===== config.mk =====
export PLATFORM = sky130hd
export DESIGN_NAME = uart_frame_rx
export DESIGN_NICKNAME = d
export VERILOG_FILES = /design/src/rtl/uart_frame_rx.sv
export SDC_FILE = /design/constraint.sdc
export NUM_CORES = 1
export LEC_CHECK = 0
export ABC_CLOCK_PERIOD_IN_PS = 1800
export CAP_MARGIN = 15
export CELL_PAD_IN_SITES_DETAIL_PLACEMENT = 1
export CELL_PAD_IN_SITES_GLOBAL_PLACEMENT = 2
export CORE_AREA = 2 2 71 79
export CTS_BUF_LIST = sky130_fd_sc_hd__clkbuf_8
export DETAILED_ROUTE_END_ITERATION = 10
export DIE_AREA = 0 0 73 81
export PLACE_DENSITY_LB_ADDON = 0.05
export SLEW_MARGIN = 20
export SYNTH_ARGS = -nofsm -noshare
export SYNTH_HDL_FRONTEND = slang
export SYNTH_SLANG_ARGS = --single-unit
export TNS_END_PERCENT = 20

===== constraint.sdc =====
create_clock -name clk -period 1.8 [get_ports clk]
set_clock_uncertainty 0.1 [all_clocks]
set_input_delay 0.27 -clock clk [delete_from_list [all_inputs] [get_ports clk]]
set_output_delay 0.27 -clock clk [all_outputs]
set_load 0.03 [all_outputs]

===== src/rtl/uart_frame_rx.sv =====
module uart_frame_rx #(
  parameter int DBITS = 8,
  parameter int OSR   = 16
) (
  input  logic             clk,
  input  logic             rst_n,
  input  logic             tick16,
  input  logic             rxd,
  input  logic             rx_en,
  input  logic             mp_filter,
  input  logic             ready_clr,
  output logic [DBITS-1:0] rx_byte,
  output logic             rx_ninth,
  output logic             rx_ready
);
  localparam int CW = $clog2(OSR);
  localparam int BW = $clog2(DBITS + 2);
  localparam logic [CW-1:0] LAST = CW'(OSR - 1);
  localparam logic [CW-1:0] SA   = CW'(OSR / 2);
  localparam logic [CW-1:0] SB   = CW'(OSR / 2 + 1);
  localparam logic [CW-1:0] SC   = CW'(OSR / 2 + 2);
  localparam logic [BW-1:0] STOPI = BW'(DBITS + 1);

  logic [1:0]       sync;
  logic             rx, rx_prev, busy;
  logic [CW-1:0]    cnt;
  logic [BW-1:0]    bidx;
  logic [1:0]       smp;
  logic [DBITS-1:0] shreg;
  logic             vote, decide, load;

  assign rx     = sync[1];
  assign vote   = (smp[1] & smp[0]) | (smp[1] & rx) | (smp[0] & rx);
  assign decide = tick16 && busy && cnt == SC;
  assign load   = decide && bidx == STOPI && !rx_ready && (!mp_filter || vote);

  always_ff @(posedge clk or negedge rst_n) begin
    if (!rst_n) begin
      sync    <= 2'b11;
      rx_prev <= 1'b1;
      busy    <= 1'b0;
      cnt     <= '0;
      bidx    <= '0;
      smp     <= '0;
      shreg   <= '0;
    end else begin
      sync <= {sync[0], rxd};
      if (tick16) begin
        rx_prev <= rx;
        if (!busy) begin
          if (rx_en && rx_prev && !rx) begin
            busy <= 1'b1;
            cnt  <= CW'(1);
            bidx <= '0;
          end
        end else begin
          cnt <= (cnt == LAST) ? '0 : cnt + 1'b1;
          if (cnt == LAST) bidx <= bidx + 1'b1;
          if (cnt == SA || cnt == SB) smp <= {smp[0], rx};
          if (cnt == SC) begin
            if (bidx == '0) begin
              if (vote) busy <= 1'b0;
            end else if (bidx == STOPI) begin
              busy <= 1'b0;
            end else begin
              shreg <= {vote, shreg[DBITS-1:1]};
            end
          end
        end
      end
    end
  end

  always_ff @(posedge clk or negedge rst_n) begin
    if (!rst_n) begin
      rx_byte  <= '0;
      rx_ninth <= 1'b0;
      rx_ready <= 1'b0;
    end else begin
      if (load) begin
        rx_byte  <= shreg;
        rx_ninth <= vote;
      end
      if (ready_clr)  rx_ready <= 1'b0;
      else if (load)  rx_ready <= 1'b1;
    end
  end

  p_idle_gate_r2: assert property (@(posedge clk) disable iff (!rst_n)
    (!busy && !rx_en) |=> !busy);
  p_ready_after_tick_r3: assert property (@(posedge clk) disable iff (!rst_n)
    $rose(rx_ready) |-> $past(tick16));
  p_hold_regs_r6: assert property (@(posedge clk) disable iff (!rst_n)
    rx_ready |=> ($stable(rx_byte) && $stable(rx_ninth)));
  p_filter_stop_r7: assert property (@(posedge clk) disable iff (!rst_n)
    ($rose(rx_ready) && $past(mp_filter)) |-> rx_ninth);
  p_clear_wins_r8: assert property (@(posedge clk) disable iff (!rst_n)
    ready_clr |=> !rx_ready);
  p_ready_holds_r8: assert property (@(posedge clk) disable iff (!rst_n)
    (rx_ready && !ready_clr) |=> rx_ready);
endmodule


# Word-level counts from Yosys, hierarchy flattened
# Index checks and enable logic that the tools add are counted.
[totals]
reg_bits = 32
in_bits = 7
output_inout_bits = 10
elab_cells = 58
[classes]
n_addsub = 2
eq_ne = 6
mux = 14
n_bitwise = 7
reduce_logical = 19
[ops]
columns = ["op", "count"]
rows = [
  ["$mux W4", 6],
  ["$eq A4 B4 Y1 const B", 5],
  ["$add A4 B1 Y4 const B", 2],
  ["$mux W1", 8],
  ["$logic_and A1 B1 Y1", 7],
  ["$reduce_and A3 Y1", 2],
  ["$reduce_and A5 Y1", 1],
  ["$logic_not A4 Y1", 1],
  ["$reduce_bool A2 Y1", 2],
  ["$and A1 B1 Y1", 3],
  ["$logic_not A1 Y1", 3],
  ["$logic_or A1 B1 Y1", 2],
  ["$ne A2 B1 Y1 const B", 1],
  ["$not A1 Y1", 2],
  ["$or A1 B1 Y1", 2],
  ["$reduce_and A2 Y1", 1],
]

# Depth between registers and ports, before layout
[logic_depth]
word_depth = 7
depth_mapped = 7

# Worst setup path before layout
# OpenSTA, ideal clock, no wires.
[synth_path]
path_type = "register to register"
start = "register rx_ready"
end = "register rx_byte[0]"
setup_ns = 0.125
arrival_ns = 1.533
t_required_ns = 1.575
path_slack_ns = 0.042
stages_incl_launch_ff = 6
path_buffers = 1
period_less_slack_ns = 1.758
path_cell_list = "dfrtp_1 -> and4bb_1 -> nand4_4 -> a21o_1 -> buf_6 -> mux2_4"
[synth_via]
elab_chain_cells = 3
[synth_rtl]
columns = ["item", "line_no", "source"]
rows = [
  ["start, declared", "14", "output logic rx_ready"],
  ["start signal, assigned", "78", "rx_ready <= 1'b0;"],
  ["start signal, assigned", "84", "if (ready_clr) rx_ready <= 1'b0;"],
  ["start signal, assigned", "85", "else if (load) rx_ready <= 1'b1;"],
  ["$logic_not A1 Y1", "35", "assign load = decide && bidx == STOPI && !rx_ready && (!mp_filter || vote);"],
  ["$logic_and A1 B1 Y1 (2 in series)", "35", ""],
  ["end signal, assigned", "81", "rx_byte <= shreg;"],
  ["end, declared", "12", "output logic [DBITS-1:0] rx_byte,"],
]
# No other way between the ends.
# A chain may end at the register's enable or synchronous reset.

# Final worst setup path
[layout_path]
start = "register bidx[1]"
end = "register rx_byte[6]"
[layout_via]
elab_chain_cells = 4
[layout_rtl]
columns = ["item", "line_no", "source"]
rows = [
  ["start, declared", "27", "logic [BW-1:0] bidx;"],
  ["start signal, assigned", "58", "if (cnt == LAST) bidx <= bidx + 1'b1;"],
  ["$eq A4 B4 Y1", "35", ""],
  ["$logic_and A1 B1 Y1 (3 in series)", "35", ""],
]
# No other way between the ends.

==> reports/metrics.cfg <==
[clock_tree]
cts_tree = built
cts_buffer_depth = 2
clock-root-buffer = clkbuf_8
htreeDepth = 2
cts_buffers = 5
path_clk_slew_ns = 0.07
clock_sinks = 32
insertion_delay_ns = 0.28

[critical_path]
cpMaxStageDelayCell = dfrtp_1
worst-endpoint-arrival_ns = 1.85
cp.required_ns = 1.87
reg2reg_depth = 6
r2r_end = rx_byte[6]
rr_startpoint = bidx[1]
reg2reg_slack_ns = 0.02
crit_chain = inv_2 > ha_2 > and4bb_1 > nand4_4 > a21o_4 > mux2_4
cp_max_fo = 5
start_kind = flip-flop
crit_type = reg2reg
endpoint_kind = flip-flop
max_stage_delay_ns = 0.39

[timing]
tightest_slew_ns = 0.479
slew_headroom = 0.681
setup_viol = 0
report.final.slew_viol_count = 0
finalWorstSetupSlack_ns = 0.0157
fmax_mhz = 560
min_period_ns = 1.78
rsz0062_at_grt = true
hold_viol = 0
period_share = 0.991

[worst_hold_path]
holdCritStartpoint = sync[0]
hold_depth = 0
min_to = sync[1]
hold_class = reg2reg

[yosys]
synth_nets = 134
synth_top_family_by_area = multiplexers
synth.top_cell.area_share = 0.472
synth-seq-cells = 32
synthTopCellsByCount = dfrtp_1 (29), mux2_2 (11), mux2_4 (8), o21ai_0 (8)
synth.area.top_cells = dfrtp_1 (47%), mux2_2 (8.1%), mux2_4 (7.8%)
synth_mux_area_frac = 0.159
yosysMostFrequentCell = dfrtp_1
ys_warn_count = 0
yosys.area_share.simple = 0.113
ys_async_sr_fraction = 1.00
synth_top_area_cell = dfrtp_1
synthAdderAreaFrac = 0.0570
synth_xor_area_frac = 0
syn_area_per_cell_um2 = 12.8
synth_cell_type_count = 34
synth_ff_type = dfrtp_1
synth_compound_area_frac = 0.107
synth_edf_count = 0
ys_seq_area_frac = 0.523
synthCells = 120
syn-cell-area_um2 = 1540

[grt]
grt_antenna_before_repair = 0
track_usage = 0.138
grt_pass1_wl_mm = 5.91
use_met2 = 0.228
top_usage_layer = met2
first_global_vias = 1173
grt-ovfl-total = 0
grt_max_degree = 33
use_met3 = 0.0385
use_met1 = 0.163

[finish]
design_area_um2 = 2030
diodes = 0
fin_nets = 172
syn2layout_area_growth_pct = 32.2
drive_above_1_share = 0.377

[drt]
vias = 1048
wl_per_cell_um = 16.6
drt_iter0_drc = 16
drtPass1Iterations = 3
post_drt_via_cell_ratio = 4.79
ant_nets = 0
routed_wl_mm = 3.63
drcViolationCount = 0

[place]
place_ws_ns = -0.207
place_area_um2 = 1870
place.gp.congestion = 0.698
numPortBuffers = 16
hpwl_mm = 2.58

[power_and_ir_drop]
ir_drop_v = 0.000340
power_density_nw_per_um2 = 1050
p_leak_nw = 1.04

[status]
status = finished clean

[floorplanning]
num_io_pins = 17
start_util = 0.295
core_um2 = 5220
fp.dieH_um = 81
rows = 28
die_area_um2 = 5910
die_w_um = 73

[job]
drv_cap = 0

[flip-flops by register name, summed over array words and instances (netlist names)]
| signal | flops |
|---|---|
| rx_ready | 1 |
| cnt | 4 |
| sync | 2 |
| busy | 1 |
| shreg | 8 |
| smp | 2 |
| bidx | 4 |
| rx_byte | 8 |
| rx_ninth | 1 |
| rx_prev | 1 |
[worst max-delay path, delay by kind of cell (launching register included)]
family / cells / cell delay [ns]
buf+inv: 1 / 0.07
compound gates: 1 / 0.25
simple gates: 2 / 0.38
mux: 1 / 0.30
fa+ha+maj: 1 / 0.17
flops: 1 / 0.39
[stage by stage]
step / utilization / setup TNS, ns / power (mW) / hold slack (ns) / std cells
floorplan: - / 0 / 1.20 / -0.126 / 120
global placement: 0.359 / -2.75 / 1.46 / 0.246 / 210
detailed placement: 0.359 / -2.91 / 1.47 / 0.250 / 210
CTS: 0.385 / -0.0104 / 2.13 / 0.259 / 220
global route: 0.390 / -0.604 / 2.28 / 0.265 / 219
finish: 0.390 / 0 / 2.14 / 0.259 / 219
[timing repair]
| action | in CTS | in global routing |
|---|---|---|
| resized for setup | 7 | 7 |
| hold buffers | 0 | 0 |
| setup endpoints to repair | 22 | 18 |
| setup buffers | 1 | 0 |
| pin swaps | 1 | 1 |
| cloned | 1 | 0 |
[cell type report]
class | count | area [um^2]
Inverter | 6 | 22.5
Timing Repair Buffer | 35 | 305
Clock inverter | 1 | 3.75
Multi-Input combinational cell | 78 | 726
Sequential cell | 32 | 805
Clock buffer | 7 | 96.3
Tap cell | 60 | 75.1
Fill cell | 564 | 3190
[cell families (layout without fill, tap and decap cells)]
kind of cell               count (synthesis)  after routing
adders and majority gates                  7              7
buffers and inverters                     11             49
DFF                                       32             32
muxes                                     19             19
and+or+nand+nor                           25             25
AOI/OAI and AO/OA                         26             27
[layer usage]
| layer | up-vias | routed length [um] |
|---|---|---|
| met1 | 521 | 1560 |
| met2 | 15 | 1890 |
| met4 | 0 | 61 |
| met3 | 5 | 117 |
| met5 | - | 0 |
| li1 | 507 | - |
[cell usage in the layout (no fill, tap or decap), types with 2 or more instances in the layout]
| master | synthesis | final |
|---|---|---|
| clkdlybuf4s50_1 | 0 | 15 |
| mux2_4 | 8 | 9 |
| inv_1 | 6 | 6 |
| mux2_2 | 11 | 10 |
| nand4_1 | 3 | 3 |
| clkbuf_8 | 0 | 7 |
| ha_1 | 7 | 5 |
| dfrtp_1 | 29 | 29 |
| ha_2 | 0 | 2 |
| nand2_1 | 7 | 7 |
| buf_4 | 2 | 19 |
| dfstp_2 | 3 | 3 |
| nand3_1 | 3 | 3 |
| a21oi_1 | 7 | 6 |
| a21o_4 | 0 | 2 |
| o21ai_0 | 8 | 8 |
| o311ai_0 | 2 | 2 |
[how the worst max path moves through the flow]
stage                  to  cells past startpoint  startpoint
2_1_floorplan  rx_byte[0]                      5    rx_ready
3_3_place_gp      bidx[3]                      4       rx_en
3_5_place_dp      bidx[3]                      4       rx_en
4_1_cts        rx_byte[3]                      6     bidx[1]
5_1_grt        rx_byte[7]                      6     bidx[1]
6_report       rx_byte[6]                      6     bidx[1]
[power breakdown]
| part | internal [mW] | leakage [nW] | switching (mW) | total, mW |
|---|---|---|---|---|
| sequential | 0.810 | 0.425 | 0.0768 | 0.887 |
| clock | 0.343 | 0.0557 | 0.273 | 0.616 |
| combinational | 0.317 | 0.560 | 0.317 | 0.634 |
(Power assumes the default switching activity.)
